File: src/rtl/exc_ctl.sv
module exc_ctl #(
  parameter int XLEN   = 32,
  parameter int NLVL   = 5,
  parameter int CODE_W = 4
) (
  input  logic              clk,
  input  logic              rst_n,
  input  logic [NLVL-1:0]   irq_in,
  input  logic              exc_valid,
  input  logic [CODE_W-1:0] exc_code,
  input  logic [XLEN-1:0]   exc_pc,
  input  logic [XLEN-1:0]   exc_addr,
  input  logic              reg_we,
  input  logic [4:0]        reg_sel,
  input  logic [XLEN-1:0]   reg_wdata,
  output logic [XLEN-1:0]   reg_rdata,
  input  logic              rfe,
  output logic              take_exc,
  output logic              user_mode,
  output logic              int_en
);

  localparam int STK_W    = 6;
  localparam int MASK_LSB = 8;
  localparam int CODE_LSB = 2;
  localparam logic [4:0] SEL_BADV = 5'd8;
  localparam logic [4:0] SEL_STAT = 5'd12;
  localparam logic [4:0] SEL_CAUS = 5'd13;
  localparam logic [4:0] SEL_EPC  = 5'd14;
  localparam logic [CODE_W-1:0] CODE_ADEL = CODE_W'(4);
  localparam logic [CODE_W-1:0] CODE_ADES = CODE_W'(5);

  logic [STK_W-1:0]  stk;
  logic [NLVL-1:0]   mask;
  logic [CODE_W-1:0] code_q;
  logic [XLEN-1:0]   epc_q;
  logic [XLEN-1:0]   badv_q;

  logic irq_hit, addr_err, wr_stat;

  assign irq_hit   = stk[0] & (|(irq_in & mask));
  assign take_exc  = exc_valid | irq_hit;
  assign addr_err  = exc_valid & ((exc_code == CODE_ADEL) | (exc_code == CODE_ADES));
  assign wr_stat   = reg_we & (reg_sel == SEL_STAT);
  assign user_mode = stk[1];
  assign int_en    = stk[0];

  always_ff @(posedge clk) begin
    if (!rst_n) begin
      stk    <= '0;
      mask   <= '0;
      code_q <= '0;
      epc_q  <= '0;
      badv_q <= '0;
    end else if (take_exc) begin
      stk    <= {stk[STK_W-3:0], 2'b00};
      code_q <= exc_valid ? exc_code : '0;
      epc_q  <= exc_pc;
      if (addr_err) badv_q <= exc_addr;
    end else begin
      if (rfe)
        stk <= {stk[STK_W-1:STK_W-2], stk[STK_W-1:2]};
      else if (wr_stat)
        stk <= reg_wdata[STK_W-1:0];
      if (wr_stat)
        mask <= reg_wdata[MASK_LSB +: NLVL];
      if (reg_we && reg_sel == SEL_EPC)
        epc_q <= reg_wdata;
    end
  end

  always_comb begin
    reg_rdata = '0;
    case (reg_sel)
      SEL_BADV: reg_rdata = badv_q;
      SEL_STAT: begin
        reg_rdata[STK_W-1:0]         = stk;
        reg_rdata[MASK_LSB +: NLVL]  = mask;
      end
      SEL_CAUS: begin
        reg_rdata[CODE_LSB +: CODE_W] = code_q;
        reg_rdata[MASK_LSB +: NLVL]   = irq_in;
      end
      SEL_EPC:  reg_rdata = epc_q;
      default:  reg_rdata = '0;
    endcase
  end

  p_push_kernel_r3: assert property (@(posedge clk) disable iff (!rst_n)
    take_exc |=> (!user_mode && !int_en));

  p_pop_keeps_old_r4: assert property (@(posedge clk) disable iff (!rst_n)
    (rfe && !take_exc) |=> $stable(stk[STK_W-1:STK_W-2]));

  p_irq_needs_enable_r5: assert property (@(posedge clk) disable iff (!rst_n)
    (take_exc && !exc_valid) |-> int_en);

  p_fault_code_wins_r6: assert property (@(posedge clk) disable iff (!rst_n)
    exc_valid |=> (code_q == $past(exc_code)));

  p_legal_code_r7: assert property (@(posedge clk) disable iff (!rst_n)
    exc_valid |-> (exc_code inside {4, 5, 6, 7, 8, 9, 10, 12}));

  p_epc_capture_r8: assert property (@(posedge clk) disable iff (!rst_n)
    take_exc |=> (epc_q == $past(exc_pc)));

  p_badv_hold_r9: assert property (@(posedge clk) disable iff (!rst_n)
    !addr_err |=> $stable(badv_q));

endmodule

File: config.mk
export PLATFORM = sky130hd
export DESIGN_NAME = exc_ctl
export DESIGN_NICKNAME = d
export VERILOG_FILES = /design/src/rtl/exc_ctl.sv
export SDC_FILE = /design/constraint.sdc
export NUM_CORES = 1
export LEC_CHECK = 0
export ABC_CLOCK_PERIOD_IN_PS = 2300
export BUFFER_PORTS_ARGS = -buffer_cell sky130_fd_sc_hd__buf_4
export CAP_MARGIN = 40
export CELL_PAD_IN_SITES_DETAIL_PLACEMENT = 0
export CELL_PAD_IN_SITES_GLOBAL_PLACEMENT = 1
export CORE_UTILIZATION = 35
export DETAILED_ROUTE_END_ITERATION = 10
export PLACE_DENSITY_LB_ADDON = 0.1
export SLEW_MARGIN = 10
export SYNTH_ARGS = -nofsm -noshare
export SYNTH_HDL_FRONTEND = slang
export SYNTH_SLANG_ARGS = --single-unit
File: constraint.sdc
create_clock -name clk -period 2.3 [get_ports clk]
set_clock_uncertainty 0.1 [all_clocks]
set_input_delay 0.345 -clock clk [delete_from_list [all_inputs] [get_ports clk]]
set_output_delay 0.345 -clock clk [all_outputs]
set_load 0.1 [all_outputs]
==> key figures <==
Worst setup path
  – FF-to-FF Start: mask[3]
  – RR Endpoint: epc_q[22]
  – Most frequent CP cell: buf_4
  – Slowest stage cell, crit path: or4b_1
  – Arr. time, crit path: 1.82 ns
  – Reg2Reg Setup Slack: 0.50 ns
  – Worst reg2reg path depth: 5
  – Crit. End Element: output port
  – Critical path class: input pin to output port
  – CP peak stage delay: between 0.5 and 0.6 ns
  – Critical Path RT: about 1.9 ns
  – Critical path, cell by cell: buf_4 > or4b_1 > nor2_4 > buf_4 > a22oi_1 > nand2_4 > buf_12
  – Crit start category: input pin
  – CP Max Fanout: 7

Floorplanning
  – Die span in y: 104.7 µm
  – Die Footprint: about 11000 µm²
  – Ports: 150
  – Starting Density: 0.3594
  – Cell Rows: 37
  – Die Wd: ~100 µm
  – Core Region: between 10000 and 15000 µm²

Synthesis
  – Syn_nets: 544
  – Ys flop type: dfxtp_1
  – Synthesis-stage register bit count: 79
  – Synth cell types: 38
  – Syn Inst Count: around 430
  – Yosys warns: 0
  – EDFF count, synth: 0
  – Synth area leader: dfxtp_1
  – Async set-reset flop share out of synthesis: 0
  – Top-count cell post-synth: nand2_1
  – Register area share after synthesis: 0.4282
  – Synth top area share: 0.4282
  – Most frequent cells after synthesis: nand2_1 (83), dfxtp_1 (79), o21ai_0 (40)
  – Post-synthesis cell area: between 3000 and 4000 µm²
  – Mean post-synth cell area: approximately 8.6 µm²
  – Area contributors post-synth: dfxtp_1 (43%), mux2i_1 (10%), nand2_1 (8.4%), a21boi_0 (6.7%), o21ai_0 (5.4%)

Detailed routing
  – Final antenna-violating net count: 0
  – DRC Markers: 0
  – Initial DRC count: between 100 and 150
  – Avg WL per Cell: 16.40 µm
  – Drt first pass iters: 4
  – Via/cell ratio: about 5.1
  – Total Wirelength: around 12 mm
  – Via count of the routed design: approximately 3700

Clocking
  – Clock Latency Late Sink: around 0.35 ns
  – CTS tree: built
  – H-tree Lvls: 3
  – Postcts setup bufs: 0
  – Num CTS Buffers: 9
  – Clock-pin slew on the worst setup and hold paths: ~0.090 ns
  – Maximum root-to-sink buffer count: 2
  – # clock sinks: between 70 and 80
  – CTS root buffer: clkbuf_8

STA
  – Final Hold Viols: 0
  – Max Clk Rate: about 440 MHz
  – Minimum clock period: 2.265 ns
  – Final TNS setup: 0 ns
  – Period utilization: 0.9848
  – Max_slew headroom: 0.7397
  – Max Slew Vio Count: 0
  – Final WS setup: between 0.03 and 0.04 ns
  – Setup-failing EPs final: 0
  – Worst Max-Slew Pin Slew: just under 0.4 ns

Final layout
  – Final Net Count: between 600 and 700
  – Share of cells above drive strength 1: 0.3886
  – Post-route insts no fill: about 720
  – Fin area: 5484 µm²
  – Diodes inserted: 0
  – Area Overhead vs Synth: 48.48%
  – Filler Cell Count: 1026

Place
  – Cell Area, Placed: 5126 µm²
  – Hpwl dp: between 8 and 9 mm
  – GPL Wtd Cong: about 0.85
  – IO buf count: ~150
  – Placed Cells: between 600 and 700
  – Dpl ws: -0.07035 ns

Status
  – Outcome: complete, no violations

Worst hold path
  – Hold EP: mask[1]
  – Hold WC Path Type: input pin to flop
  – Hold Startpoint: reg_wdata[9]
  – WHS Path Cells: 3

Power
  – Peak supply drop: between 200 and 300 µV
  – Static Leak: approximately 2.2 nW
  – Cell Pwr Density: around 520 nW/µm²

Global route
  – Number of global-route vias before repair: between 3000 and 4000
  – GR Util All Layers: 0.2185
  – First-pass GRT wire length: approximately 19 mm
  – GRT overflow: 0
  – Largest net degree at the start of global routing: 50
  – Initial antenna violation count: 0

Job
  – Max_cap viols: 0
## cell type report
| type | instances | area [µm²] | share of cell area |
|---|---|---|---|
| Multi-Input combinational cell | 307 | 2013 | 0.3671 |
| Sequential cell | 79 | 1583 | 0.2886 |
| Timing Repair Buffer | 172 | 1533 | 0.2795 |
| Tap cell | 136 | 170.2 | 0.03103 |
| Clock buffer | 11 | 131.4 | 0.02396 |
| Clock inverter | 5 | 35.03 | 0.006388 |
| Inverter | 5 | 18.77 | 0.003422 |
## cell usage in the layout, fill, tap and decap left out, types with 3 or more instances in the layout
cell type,n
buf_4,137
dfxtp_1,78
nand2_1,74
o21ai_0,40
mux2i_1,37
a21oi_1,34
a21boi_0,33
a22oi_1,21
a22o_2,21
buf_6,19
buf_12,10
clkbuf_8,9
buf_8,6
nand2_4,5
nand4_1,5
nand2_2,4
clkinvlp_4,4
a222oi_1,3
nor2_1,3
inv_1,3
nor2b_1,3
## routing by layer
| layer | global-route usage | wire [µm] | vias to the layer above |
|---|---|---|---|
| met5 | 0 | 0 | - |
| met3 | 0.06862 | 859 | 12 |
| met2 | 0.3519 | 5606 | 131 |
| li1 | - | - | 1834 |
| met4 | 0.05835 | 178 | 0 |
| met1 | 0.2813 | 5078 | 1695 |
## worst max path at each step
stage	startpoint	end	slack, ns	cells after the start
after floorplan	reg_sel[0]	reg_rdata[1]	0.03	6
after global placement	reg_sel[0]	reg_rdata[15]	-0.05	6
after detailed placement	reg_sel[0]	reg_rdata[23]	-0.07	6
after CTS	reg_sel[0]	reg_rdata[1]	-0.004	7
after global routing	reg_sel[0]	reg_rdata[3]	-0.01	7
final	reg_sel[0]	reg_rdata[3]	0.03	7
## sequential cells by signal (all words and copies together), names as in the netlist
register / cells
epc_q: 32
mask: 5
code_q: 4
stk: 6
badv_q: 32
## where the power goes
part / switching [mW] / internal, mW / total, mW
sequential: 0.0407 / 1.44 / 1.48
combinational: 0.237 / 0.234 / 0.471
clock: 0.524 / 0.391 / 0.914
total: 0.802 / 2.06 / 2.86
## what timing repair did
item	4_1_cts	5_1_grt
endpoints found under the hold margin	0	0
endpoints found under the setup margin	24	18
gates resized for setup	25	24
hold buffers	0	0
## cells by family (layout without fill, tap and decap cells)
family,after synthesis,in the layout,share of synthesized area
compound gates,161,161,0.2869
buf+inv,43,193,0.04878
flops,79,79,0.4282
mux,37,37,0.1003
simple gates,109,109,0.1358
## through the flow
| step | hold WS (ns) | util | total power [mW] |
|---|---|---|---|
| after floorplan | 0.3429 | - | 1.730 |
| after global placement | 0.3493 | 0.4988 | 1.963 |
| after detailed placement | 0.3574 | 0.4988 | 1.973 |
| after CTS | 0.1193 | 0.5241 | 2.900 |
| after global routing | 0.1080 | 0.5336 | 3.013 |
| final | 0.1361 | 0.5336 | 2.861 |
## critical path, delay by kind of cell
kind / cells / cell delay (ns)
simple gates: 3 / 0.85
compound gates: 1 / 0.14
buf+inv: 3 / 0.48
No activity file was read; power rests on OpenSTA's default activity.
